===== src/rtl/fz_pkg.sv =====
package fz_pkg;
  localparam int DIG_W = 3;
  localparam int DIG_TOP = 4;

  typedef enum logic [2:0] {
    OP_MIN   = 3'd0,
    OP_MAX   = 3'd1,
    OP_BSUM  = 3'd2,
    OP_BDIFF = 3'd3,
    OP_BPROD = 3'd4
  } fz_op_e;

  typedef struct packed {
    logic a_larger;
    logic tie;
  } fz_cmp_t;
endpackage


===== src/rtl/fz_pd_decode.sv =====
// Reduces a redundant radix-4 grade to its integer value, clamped to full scale.
module fz_pd_decode #(
  parameter int NDIG = 4,
  localparam int GW = NDIG * fz_pkg::DIG_W,
  localparam int VW = 2 * NDIG + 1,
  localparam int RW = 2 * NDIG + 2
) (
  input  logic [GW-1:0] digits_i,
  output logic [VW-1:0] value_o
);
  localparam logic [RW-1:0] FULL = RW'(1) << (2 * NDIG);

  logic [RW-1:0] part [NDIG+1];
  assign part[0] = '0;

  for (genvar i = 0; i < NDIG; i++) begin : g_dig
    logic [2:0] raw;
    logic [2:0] dig;
    assign raw = digits_i[fz_pkg::DIG_W*i +: fz_pkg::DIG_W];
    // codes above the top digit saturate to it
    assign dig = (raw > 3'(fz_pkg::DIG_TOP)) ? 3'(fz_pkg::DIG_TOP) : raw;
    assign part[i+1] = part[i] + (RW'(dig) << (2 * i));
  end

  assign value_o = (part[NDIG] > FULL) ? FULL[VW-1:0] : part[NDIG][VW-1:0];
endmodule


===== src/rtl/fz_pd_encode.sv =====
// Writes an integer grade (0..full scale) in canonical radix-4 digits.
module fz_pd_encode #(
  parameter int NDIG = 4,
  localparam int GW = NDIG * fz_pkg::DIG_W,
  localparam int VW = 2 * NDIG + 1
) (
  input  logic [VW-1:0] value_i,
  output logic [GW-1:0] digits_o
);
  for (genvar i = 0; i < NDIG; i++) begin : g_dig
    if (i == NDIG - 1) begin : g_top
      // full scale carries into the top digit as the value 4
      assign digits_o[fz_pkg::DIG_W*i +: fz_pkg::DIG_W] =
        value_i[VW-1] ? 3'(fz_pkg::DIG_TOP) : {1'b0, value_i[2*i +: 2]};
    end else begin : g_low
      assign digits_o[fz_pkg::DIG_W*i +: fz_pkg::DIG_W] = {1'b0, value_i[2*i +: 2]};
    end
  end
endmodule


===== src/rtl/fz_op_core.sv =====
// Value comparison and saturating fuzzy operators on clamped integer grades.
module fz_op_core
  import fz_pkg::*;
#(
  parameter int NDIG = 4,
  localparam int VW = 2 * NDIG + 1
) (
  input  logic [VW-1:0] a_i,
  input  logic [VW-1:0] b_i,
  input  logic [2:0]    op_i,
  output logic [VW-1:0] res_o,
  output fz_cmp_t       cmp_o
);
  localparam logic [VW:0] FULL = (VW+1)'(1) << (2 * NDIG);

  logic [VW:0]   sum;
  logic [VW-1:0] bsum, bdiff, bprod, lo, hi;
  logic          a_gt;

  assign a_gt  = a_i > b_i;
  assign lo    = a_gt ? b_i : a_i;
  assign hi    = a_gt ? a_i : b_i;
  assign sum   = {1'b0, a_i} + {1'b0, b_i};
  assign bsum  = (sum > FULL) ? FULL[VW-1:0] : sum[VW-1:0];
  assign bdiff = a_gt ? (a_i - b_i) : '0;

  always_comb begin
    logic [VW:0] over;
    over  = sum - FULL;
    bprod = (sum > FULL) ? over[VW-1:0] : '0;
  end

  always_comb begin
    case (op_i)
      OP_MIN:   res_o = lo;
      OP_MAX:   res_o = hi;
      OP_BSUM:  res_o = bsum;
      OP_BDIFF: res_o = bdiff;
      OP_BPROD: res_o = bprod;
      default:  res_o = '0;
    endcase
  end

  assign cmp_o.a_larger = a_gt;
  assign cmp_o.tie      = a_i == b_i;
endmodule


===== src/rtl/fz_grade_unit.sv =====
module fz_grade_unit
  import fz_pkg::*;
#(
  parameter int NDIG = 4,
  localparam int GW = NDIG * DIG_W,
  localparam int VW = 2 * NDIG + 1
) (
  input  logic          clk,
  input  logic          rst_n,
  input  logic          in_valid,
  output logic          in_ready,
  input  logic [GW-1:0] in_a,
  input  logic [GW-1:0] in_b,
  input  logic [2:0]    in_op,
  output logic          out_valid,
  input  logic          out_ready,
  output logic [GW-1:0] out_grade,
  output logic          out_a_larger,
  output logic          out_tie
);
  logic [VW-1:0] val_a, val_b, val_r;
  logic [GW-1:0] enc_r;
  fz_cmp_t       cmp;
  logic          take;

  fz_pd_decode #(.NDIG(NDIG)) u_dec_a (.digits_i(in_a), .value_o(val_a));
  fz_pd_decode #(.NDIG(NDIG)) u_dec_b (.digits_i(in_b), .value_o(val_b));

  fz_op_core #(.NDIG(NDIG)) u_core (
    .a_i(val_a), .b_i(val_b), .op_i(in_op), .res_o(val_r), .cmp_o(cmp)
  );

  fz_pd_encode #(.NDIG(NDIG)) u_enc (.value_i(val_r), .digits_o(enc_r));

  assign in_ready = !out_valid || out_ready;
  assign take     = in_valid && in_ready;

  always_ff @(posedge clk or negedge rst_n) begin
    if (!rst_n) begin
      out_valid    <= 1'b0;
      out_grade    <= '0;
      out_a_larger <= 1'b0;
      out_tie      <= 1'b0;
    end else begin
      if (take) begin
        out_valid    <= 1'b1;
        out_grade    <= enc_r;
        out_a_larger <= cmp.a_larger;
        out_tie      <= cmp.tie;
      end else if (out_ready) begin
        out_valid <= 1'b0;
      end
    end
  end


  stall_hold_chk: assert property (@(posedge clk) disable iff (!rst_n)
    out_valid && !out_ready |=> out_valid && $stable(out_grade)
      && $stable(out_a_larger) && $stable(out_tie));


  accept_next_chk: assert property (@(posedge clk) disable iff (!rst_n)
    in_valid && in_ready |=> out_valid);


  flag_excl_chk: assert property (@(posedge clk) disable iff (!rst_n)
    out_valid |-> !(out_a_larger && out_tie));


  full_form_chk: assert property (@(posedge clk) disable iff (!rst_n)
    out_valid && out_grade[GW-1 -: DIG_W] == 3'(DIG_TOP) |-> out_grade[GW-DIG_W-1:0] == '0);


  top_digit_chk: assert property (@(posedge clk) disable iff (!rst_n)
    out_valid |-> out_grade[GW-1 -: DIG_W] <= 3'(DIG_TOP));

  for (genvar i = 0; i < NDIG - 1; i++) begin : g_lowchk

    low_digit_chk: assert property (@(posedge clk) disable iff (!rst_n)
      out_valid |-> !out_grade[DIG_W*i + 2]);
  end
endmodule


===== config.mk =====
export PLATFORM = sky130hd
export DESIGN_NAME = fz_grade_unit
export DESIGN_NICKNAME = d
export VERILOG_FILES = /design/src/rtl/fz_pkg.sv /design/src/rtl/fz_pd_decode.sv /design/src/rtl/fz_pd_encode.sv /design/src/rtl/fz_op_core.sv /design/src/rtl/fz_grade_unit.sv
export SDC_FILE = /design/constraint.sdc
export NUM_CORES = 1
export LEC_CHECK = 0
export ABC_AREA = 1
export BUFFER_PORTS_ARGS = -buffer_cell sky130_fd_sc_hd__buf_4
export CORE_MARGIN = 2
export CORE_UTILIZATION = 52
export CTS_CLUSTER_DIAMETER = 120
export DETAILED_ROUTE_END_ITERATION = 10
export PLACE_DENSITY_LB_ADDON = 0.2
export RECOVER_POWER = 50
export SLEW_MARGIN = 20
export SYNTH_ARGS = -nofsm -noshare
export SYNTH_HDL_FRONTEND = slang
export SYNTH_SLANG_ARGS = --single-unit

===== constraint.sdc =====
create_clock -name clk -period 0.97 [get_ports clk]
set_input_delay 0.097 -clock clk [delete_from_list [all_inputs] [get_ports clk]]
set_output_delay 0.097 -clock clk [all_outputs]
set_load 0.005 [all_outputs]

======== Word-level counts from Yosys, hierarchy flattened ========
Index checks and enable logic that the tools add are counted.
storage, ports and cells
  output and inout bits ................... 16
  word-level logic and storage cells ...... 54
  bits in registers ....................... 12
cells by class
  magnitude comparators ................... 12
  add/sub/neg operators ................... 9
  equality and inequality tests ........... 5
  mux-type cells .......................... 19
  reductions and logical operators ........ 5
operators by type and width
  operator               number
  $mux W9                7
  $pmux W9 S5            1
  $gt A10 B9 Y1 const B  3
  $mux W3                9
  $gt A3 B3 Y1 const B   8
  $add A10 B7 Y10        2
  $add A10 B9 Y10        2
  $add A3 B5 Y6          2
  $add A9 B9 Y10         1
  $eq A9 B9 Y1           1
  $gt A9 B9 Y1           1
  $sub A9 B9 Y9          1
  $sub A9 B9 Y9 const B  1
  $eq A3 B2 Y1 const B   2
  $eq A3 B1 Y1 const B   1
  $eq A3 B3 Y1 const B   1
  $logic_not A3 Y1       1
  $mux W1                2
  $reduce_bool A2 Y1     1
  $logic_and A1 B1 Y1    1
  $logic_not A1 Y1       1
  $logic_or A1 B1 Y1     1

======== Depth between registers and ports, before layout ========
Gate-level depths: netlist of the first run.
  depth in word-level cells ............... 12
  mapped depth ............................ 33

======== By module ========
Synthesis of the first run repeated with hierarchy kept, for this count alone.
second synthesis, totals
  cells, all modules ...................... 493
  area total of the unflattened synthesis .. 2,931.6 um2
modules (own cells, without submodules)
  module         area each (um2)  cells each  instances
  fz_op_core     1,527.7          282         1
  fz_pd_decode   356.6            66          2
  fz_grade_unit  596.8            64          1
  fz_pd_encode   93.8             15          1

======== Worst setup path before layout of the first run ========
No wires, ideal clock.
  path type ............................... in2reg
  from .................................... in in_a[3]
  to ...................................... reg out_grade[9]
  setup slack ............................. -2.976 ns
  arrival time ............................ 3.830 ns
  stages .................................. 29
  buffers on the path ..................... 0
  data required time ...................... 0.854 ns
  cells stage by stage .................... o21a_1 -> nor2_1 -> ha_1 -> ha_1 -> xor2_1 -> ha_1 -> inv_1 -> fa_1 -> inv_1 -> nor2_1 -> nand2_1 -> nor3_1 -> nand2_1 -> nand2_1 -> nand2_1 -> inv_1 -> ha_1 -> fa_1 -> or2_2 -> nor2_1 -> nand3_1 -> nor2_1 -> nand3_1 -> nand3_1 -> nand2_1 -> nand2_1 -> nand3_1 -> nand2_1 -> nand2_1
between the ends
  word-level cells in the longest chain between the ends .. 12
  elaborated cells between the ends (all ways) .. 19
  classes of those cells .................. add/sub (6); order compare (4); mux (9)
RTL lines
  item                                                   RTL line                                              text
  start, declared                                        fz_grade_unit.sv:12                                   input logic [GW-1:0] in_a,
  $gt A3 B3 Y1                                           fz_pd_decode.sv:21                                    assign dig = (raw > 3'(fz_pkg::DIG_TOP)) ? 3'(fz_pkg::DIG_TOP) : raw;
  $mux W3 (*)                                            fz_pd_decode.sv:21
  $add A3 B5 Y6 (*)                                      fz_pd_decode.sv:22                                    assign part[i+1] = part[i] + (RW'(dig) << (2 * i));
  $add A10 B7 Y10 (*)                                    fz_pd_decode.sv:22
  $add A10 B9 Y10 (*)                                    fz_pd_decode.sv:22
  $gt A10 B9 Y1                                          fz_pd_decode.sv:25                                    assign value_o = (part[NDIG] > FULL) ? FULL[VW-1:0] : part[NDIG][VW-1:0];
  $mux W9 (*)                                            fz_pd_decode.sv:25
  $add A9 B9 Y10                                         fz_op_core.sv:23                                      assign sum = {1'b0, a_i} + {1'b0, b_i};
  $sub A9 B9 Y9 / $gt A10 B9 Y1 (equally long branches)  fz_op_core.sv:29, fz_op_core.sv:24, fz_op_core.sv:30
  $mux W9 (on tied branches)                             fz_op_core.sv:30, fz_op_core.sv:24
  $pmux W9 S5 (*)                                        fz_op_core.sv:34                                      case (op_i)
  $mux W3 (*)                                            fz_pd_encode.sv:14                                    value_i[VW-1] ? 3'(fz_pkg::DIG_TOP) : {1'b0, value_i[2*i +: 2]};
  end signal, assigned                                   fz_grade_unit.sv:47                                   out_grade <= enc_r;
  end, declared                                          fz_grade_unit.sv:17                                   output logic [GW-1:0] out_grade,
Mark *: on every way between the ends. The rest lies on a longest branch, timed or not.
A chain may end at the register's enable or synchronous reset.

======== Worst setup path in the final report of the first run ========
Ends and elaborated chain as after synthesis.

==> results of run 1 <==
sequential cells by signal (all words and copies together), names as in the netlist:
name and count:
out_valid 1, out_a_larger 1, out_grade 9, out_tie 1
per-stage QoR:
step	cell area, um^2	util [%]	setup WS (ns)	power (mW)
6_report	4750	93.7	-3.64	5.96
4_1_cts	4400	86.7	-3.04	4.86
2_1_floorplan	2850	-	-2.37	2.49
3_3_place_gp	3980	78.5	-3.30	3.80
5_1_grt	4750	93.7	-3.73	6.13
3_5_place_dp	3980	78.5	-3.54	3.88
cell families after synthesis:
kind of cell / share of synthesized area [%]
other: 0.277
flip-flops: 11.1
AO/OA/AOI/OAI: 7.47
AND/OR/NAND/NOR: 47.3
XOR/XNOR: 3.23
buffers and inverters: 14.8
adder cells (fa/ha/maj): 15.9
tightest hold or removal path, stage by stage:
cell and delay [ns]:
sky130_fd_sc_hd__buf_4 0.08, sky130_fd_sc_hd__nand2_1 0.07, sky130_fd_sc_hd__buf_6 0.17, sky130_fd_sc_hd__nand2_1 0.09
metal layers:
layer  track usage, %  routed length, um  vias up  share of wire (%)
li1                 -                  -     1832                  -
met1             42.3               5190     2061                 33
met2             70.2               6880      506                 44
met3             5.45               1930      216                 12
met4             19.3               1820        0                 11
met5                0                  0        -                  0
timing repair:
| action | CTS | global route |
|---|---|---|
| endpoints found under the setup margin | 12 | 13 |
| gates resized for setup | 52 | 69 |
| pin swaps | 25 | 45 |
| gates cloned | 2 | 2 |
| hold endpoints to repair | 12 | 0 |
| hold buffers | 1 | 0 |
| setup buffers | 15 | 13 |
worst min path at each step:
stage                         to  depth (start not counted)  startpoint
CTS                    out_valid                          5   out_ready
global placement    out_grade[3]                          1       rst_n
floorplan           out_a_larger                          0       rst_n
global route           out_valid                          5   out_ready
finish                 out_valid                          4    in_valid
detailed placement  out_grade[7]                          1       rst_n
layout make-up:
type                            count  area, um^2  share of cell area, %
Timing Repair inverter              1        8.76                  0.184
Inverter                           75         304                   6.39
Timing Repair Buffer              181        1430                   30.0
Clock buffer                        4        55.1                   1.16
Sequential cell                    12         300                   6.32
Multi-Input combinational cell    384        2570                   54.1
Tap cell                           70        87.6                   1.84
synthesized netlist by cell type, drive strengths merged (3+ instances only):
cell,number
clkbuf,5
ha,28
nand2,178
xnor2,3
nor2,58
inv,75
or2,4
fa,4
o21ai,10
buf,12
a21oi,15
nand4,8
o21bai,4
o21a,3
dfrtp,12
nand3,38
xor2,7
nor3,5
power by group:
part | total (mW) | switching, mW | internal [mW]
clock network | 0.574 | 0.215 | 0.360
logic | 4.73 | 2.69 | 2.04
registers | 0.655 | 0.0664 | 0.589
total | 5.96 | 2.97 | 2.99
==> impl_results.md, run 1 <==
* Largest area contributor in the netlist: sky130_fd_sc_hd__nand2_1
* Post-synthesis sequential element count at 12
* Vias in the first global route at 4,004
* Site Rows at 26
* Most used cells in the layout excluding fill and tap cells: sky130_fd_sc_hd__buf_4, sky130_fd_sc_hd__nand2_1, sky130_fd_sc_hd__inv_1, sky130_fd_sc_hd__nor2_1, sky130_fd_sc_hd__nand3_1
* Leak at 2.74 nW
* Cell Area, Synth at about 2700 um^2
* Wire length of the first global-routing pass at 18.0 mm
* Final period demand of the worst path at 4.61 ns
* Yosys synthesis warning count at 0
* Hold Crit Class: in2reg
* Final setup skew at 0.0110 ns
* Total GRT Usage at 38.1%
* Sequential fraction of the synthesis area at 11.1%
* # setup viols final at 13
* Clock-pin slew reported for the worst setup and hold paths after clock tree synthesis at ~0.06 ns
* Dominant cells by area after synthesis: sky130_fd_sc_hd__nand2_1, sky130_fd_sc_hd__ha_1, sky130_fd_sc_hd__dfrtp_1
* Failing checks: setup timing
* Ys flop type: sky130_fd_sc_hd__dfrtp_1
* Stages on worst setup path at 32
* Net count, final at 721
* Run status: finished, violations left
* CTS Buf Count at 3
* Mean instance size in the synthesized netlist at 5.65 um^2
* Worst setup path endpoint: out_grade[9]
* Stage delay of the slowest cell on the critical path at 0.37 ns
* Max Clk Rate at 0.217 GHz
* Clock Path Buffers at 2
* Initial standard-cell utilization of the core at 53.5%
* Post-detailed-placement half-perimeter wirelength at 7.77 mm
* Clock latency at the later pin of the worst-skew pair at 0.25 ns
* Final hold slack at 0.293 ns
* Final cell count without fillers at 727
* DRC violation count after routing at 0
* Number of I/O pins at 47
* TritonCTS Sinks at 12
* Violation count after the first detailed-routing iteration at 866
* Diode count at 0
* Wire length reported by the detailed router at 15.8 mm
* Placed insts at 693
* Setup slack of the critical path after layout at -3.64 ns
* Proportion of register bits with asynchronous set or reset after synthesis at 100%
* Maximum Capacitance Violations at 0
* Fraction of synthesized cell area taken by the top area cell type at 24.1%
* Antenna violation net count after detailed routing at 0
* Number of port buffers at between 40 and 50
* Full die area at 5810 um^2
* Beginning of the worst register-to-register path: out_valid
* Slowest-stage cell, CP: sky130_fd_sc_hd__fa_2
* Crit share post-route at 475%
* Number of enable-type register cells in the synthesized netlist at 0
* Drt pass-1 iters at 7
* Worst reg2reg endpoint: out_grade[10]
* Cell type group with the largest total delay on the critical path: simple AND/OR/NAND/NOR gates
* Commonest non-fill, non-tap cell in the layout: sky130_fd_sc_hd__buf_4
* Setup TNS at -37.80 ns
* Final estimated routing congestion in global placement at just under 0.9
* Maximum number of pins on one net before global-route repair at 15
* Reg2Reg Depth at 7
* Vias after detailed routing at roughly 4,600
* CTS tree: done
* Number of cells produced by synthesis at 480
* Area Overhead vs Synth at 75.3%
* Count of buffer and inverter cells on the critical path at 7
* Worst-path fanout max at 5
* Detailed-route wire length per cell at 21.8 um
* Worst voltage drop across the vdd grid at between 0.0007 and 0.0008 V
* Power density over the cells at roughly 1300 nW/um^2
* Critical path required time at 1.11 ns
* Initial antenna violation count at 0
* Core Area at 5070 um^2
* Worst setup path startpoint: in_a[3]
* Register-to-register setup slack at -0.27 ns
* Type of element launching the critical path: primary input
* Synth unique cells at 39
* Fill count at 176
* Sort of element at the end of the critical path: flop
* Vias/cell at 6.35
* Critical Path AT at 4.74 ns
* Slew Limit Fails at 0
* Fraction of final layout cells sized beyond drive strength 1 at between 40% and 50%
* Worst Path Class, Setup: in2reg
* Die outline height at 76.2 um
* Aggregate global routing overflow at 0
* Setup repair after global routing missed its margin: true
* Root buffer cell: sky130_fd_sc_hd__clkbuf_8
* Number of H-tree levels at 1
* Fin. Hold Viols at 0
* Chip Width at 76.2 um
No activity file was read; power rests on OpenSTA's default activity.
==> inputs of run 2 (changes only) <==
--- a/config.mk
+++ b/config.mk
@@ -7,8 +7,11 @@
 export LEC_CHECK = 0
 export ABC_AREA = 1
 export BUFFER_PORTS_ARGS = -buffer_cell sky130_fd_sc_hd__buf_4
+export CELL_PAD_IN_SITES_DETAIL_PLACEMENT = 1
+export CELL_PAD_IN_SITES_GLOBAL_PLACEMENT = 1
 export CORE_MARGIN = 2
-export CORE_UTILIZATION = 52
+export CORE_UTILIZATION = 36
+export CTS_BUF_LIST = sky130_fd_sc_hd__clkbuf_8
 export CTS_CLUSTER_DIAMETER = 120
 export DETAILED_ROUTE_END_ITERATION = 10
 export PLACE_DENSITY_LB_ADDON = 0.2
==> run 2 against run 1 <==
The flow still finishes with violations (setup timing). Routed wire length is 29% higher. Global-route usage is 2.2 points higher. Final cell count is 4.3% higher. Utilization is 27 points lower. Design area is 2.3% higher. Total power is 6.5% higher. Clock skew is 0.0086 ns lower. Non-clock buffer count is 3 higher. Critical endpoint is now out_grade[6]. Largest cell class unchanged. Largest power group unchanged.
==> impl_results.md, run 2 (same netlist as run 1, synthesis figures left out) <==
* CTS tree: done (unchanged)
* Commonest non-fill, non-tap cell in the layout: sky130_fd_sc_hd__buf_4 (unchanged)
* Crit share post-route at 471% (was 475%)
* Sort of element at the end of the critical path: flop (unchanged)
* # setup viols final at 13 (unchanged)
* Initial antenna violation count at 0 (unchanged)
* Wire length reported by the detailed router at 20.5 mm (was 15.8 mm)
* Drt pass-1 iters at 5 (was 7)
* Antenna violation net count after detailed routing at 0 (unchanged)
* Initial standard-cell utilization of the core at 37.2% (was 53.5%)
* Register area at 300 um^2 (unchanged)
* Failing checks: setup timing (unchanged)
* Hold Crit Endpoint: out_valid (unchanged)
* Post-detailed-placement half-perimeter wirelength at 9.62 mm (was 7.77 mm)
* Number of H-tree levels at 1 (unchanged)
* Final setup skew at 0.00232 ns (was 0.0110 ns)
* Net count, final at 723 (was 721)
* Vias after detailed routing at 4,584 (was 4,615)
* Origin of the worst min-delay path: in_valid (unchanged)
* Site Rows at 31 (was 26)
* Register-to-register setup slack at -0.20 ns (was -0.27 ns)
* Clock latency at the later pin of the worst-skew pair at 0.26 ns (was 0.25 ns)
* TritonCTS Sinks at 12 (unchanged)
* Critical path required time at 1.12 ns (was 1.11 ns)
* Number of port buffers at 43 (unchanged)
* Final cell count without fillers at 758 (was 727)
* Worst-path fanout max at 5 (unchanged)
* Maximum Capacitance Violations at 0 (unchanged)
* Final hold slack at 0.265 ns (was 0.293 ns)
* Worst voltage drop across the vdd grid at 0.000548 V (was 0.000724 V)
* Area Overhead vs Synth at 79.3% (was 75.3%)
* Leak at 2.74 nW (about the same)
* Setup slack of the critical path after layout at -3.60 ns (was -3.64 ns)
* Final estimated routing congestion in global placement at 0.880 (was 0.887)
* Slew Limit Fails at 0 (unchanged)
* Chip Width at 90.8 um (was 76.2 um)
* Power density over the cells at 1310 nW/um^2 (was 1250 nW/um^2)
* Vias in the first global route at 4,844 (was 4,004)
* Fin. Hold Viols at 0 (unchanged)
* Reg2Reg Depth at 7 (unchanged)
* Worst Path Class, Setup: in2reg (unchanged)
* Slowest-stage cell, CP: sky130_fd_sc_hd__fa_2 (unchanged)
* Type of element launching the critical path: primary input (unchanged)
* Max Clk Rate at 0.219 GHz (was 0.217 GHz)
* Detailed-route wire length per cell at 27.0 um (was 21.8 um)
* Total power consumption of the routed design at 6.35 mW (was 5.96 mW)
* Violation count after the first detailed-routing iteration at 487 (was 866)
* Clock-pin slew reported for the worst setup and hold paths after clock tree synthesis at 0.06 ns (about the same)
* CTS Buf Count at 3 (unchanged)
* Diode count at 0 (unchanged)
* Aggregate global routing overflow at 0 (unchanged)
* Critical Path AT at 4.72 ns (was 4.74 ns)
* Most used cells in the layout excluding fill and tap cells: sky130_fd_sc_hd__buf_4, sky130_fd_sc_hd__nand2_1, sky130_fd_sc_hd__inv_1, sky130_fd_sc_hd__nor2_1, sky130_fd_sc_hd__nand3_1 (unchanged)
* Maximum number of pins on one net before global-route repair at 15 (unchanged)
* Core Area at 7290 um^2 (was 5070 um^2)
* Register with the highest flop count: out_grade (unchanged)
* Full die area at 8250 um^2 (was 5810 um^2)
* Beginning of the worst register-to-register path: out_valid (unchanged)
* Placed insts at 722 (was 693)
* Hold Crit Class: in2reg (unchanged)
* Run status: finished, violations left (unchanged)
* Wire length of the first global-routing pass at 25.7 mm (was 18.0 mm)
* Total GRT Usage at 40.2% (was 38.1%)
* Cell type with the highest occurrence count on the critical path: sky130_fd_sc_hd__nand2_1
* Setup repair after global routing missed its margin: true (unchanged)
* Final period demand of the worst path at 4.57 ns (was 4.61 ns)
* Stage delay of the slowest cell on the critical path at 0.48 ns (was 0.37 ns)
* Multi-input combinational cell area at 2620 um^2 (was 2570 um^2)
* Number of I/O pins at 47 (unchanged)
* DP Worst Slack at -3.54 ns (about the same)
* DRC violation count after routing at 0 (unchanged)
* Worst reg2reg endpoint: out_grade[10] (unchanged)
* Fraction of final layout cells sized beyond drive strength 1 at 48.7% (was 47.5%)
* Max reg flops at 9 (unchanged)
* Vias/cell at 6.05 (was 6.35)
* Worst hold path stage count at 4 (unchanged)
* Die outline height at 90.8 um (was 76.2 um)
* Fill count at 957 (was 176)
* Root buffer cell: sky130_fd_sc_hd__clkbuf_8 (unchanged)
* Clock Path Buffers at 2 (unchanged)
run 2: cell type report:
cell class / instances / area share, %
Clock buffer: 4 / 1.13
Sequential cell: 12 / 6.17
Timing Repair Buffer: 184 / 29.9
Inverter: 75 / 6.35
Tap cell: 99 / 2.55
Multi-Input combinational cell: 384 / 53.8
run 2: timing repair:
| item | in CTS | in global routing |
|---|---|---|
| gates resized for setup | 90 | 55 |
| hold endpoints to repair | 12 | 0 |
| hold buffers | 1 | 0 |
| gates cloned | 3 | 0 |
| setup buffers | 18 | 11 |
| pin swaps | 43 | 15 |
| setup endpoints to repair | 12 | 14 |
run 2: metrics by stage:
step	util (%)	setup TNS, ns	cell area (um^2)
after global routing	66.7	-39.06	4860
after CTS	62.9	-32.30	4590
final	66.7	-37.72	4860
after floorplan	-	-24.96	2850
after global placement	55.1	-35.17	4020
after detailed placement	55.1	-37.24	4020
run 2: layer usage:
layer / vias up / GRT usage [%] / wire length (um)
met1: 2128 / 40.2 / 6740
met5: - / 0 / 0
met4: 0 / 28.9 / 2460
met2: 405 / 74.8 / 9530
met3: 215 / 6.76 / 1750
li1: 1836 / - / -
run 2: worst max path at each step:
| stage | from | endpoint | slack (ns) | cells past startpoint |
|---|---|---|---|---|
| after global routing | in_b[4] | out_grade[6] | -3.72 | 31 |
| after detailed placement | in_a[4] | out_grade[9] | -3.54 | 27 |
| after CTS | in_a[4] | out_grade[9] | -3.07 | 31 |
| after floorplan | in_b[4] | out_grade[9] | -2.37 | 27 |
| after global placement | in_a[4] | out_grade[3] | -3.29 | 29 |
| final | in_b[4] | out_grade[6] | -3.60 | 29 |
run 2: worst max-delay path, delay by kind of cell:
family	cells	cell delay, ns
AO/OA/AOI/OAI	3	0.49
XOR/XNOR	1	0.15
buffers and inverters	4	0.63
AND/OR/NAND/NOR	16	2.07
adder cells (fa/ha/maj)	5	1.26
run 2: power by group:
part	switching (mW)	internal, mW
Combinational	3.00	2.10
Sequential	0.0729	0.588
Clock	0.235	0.361
Total	3.31	3.05
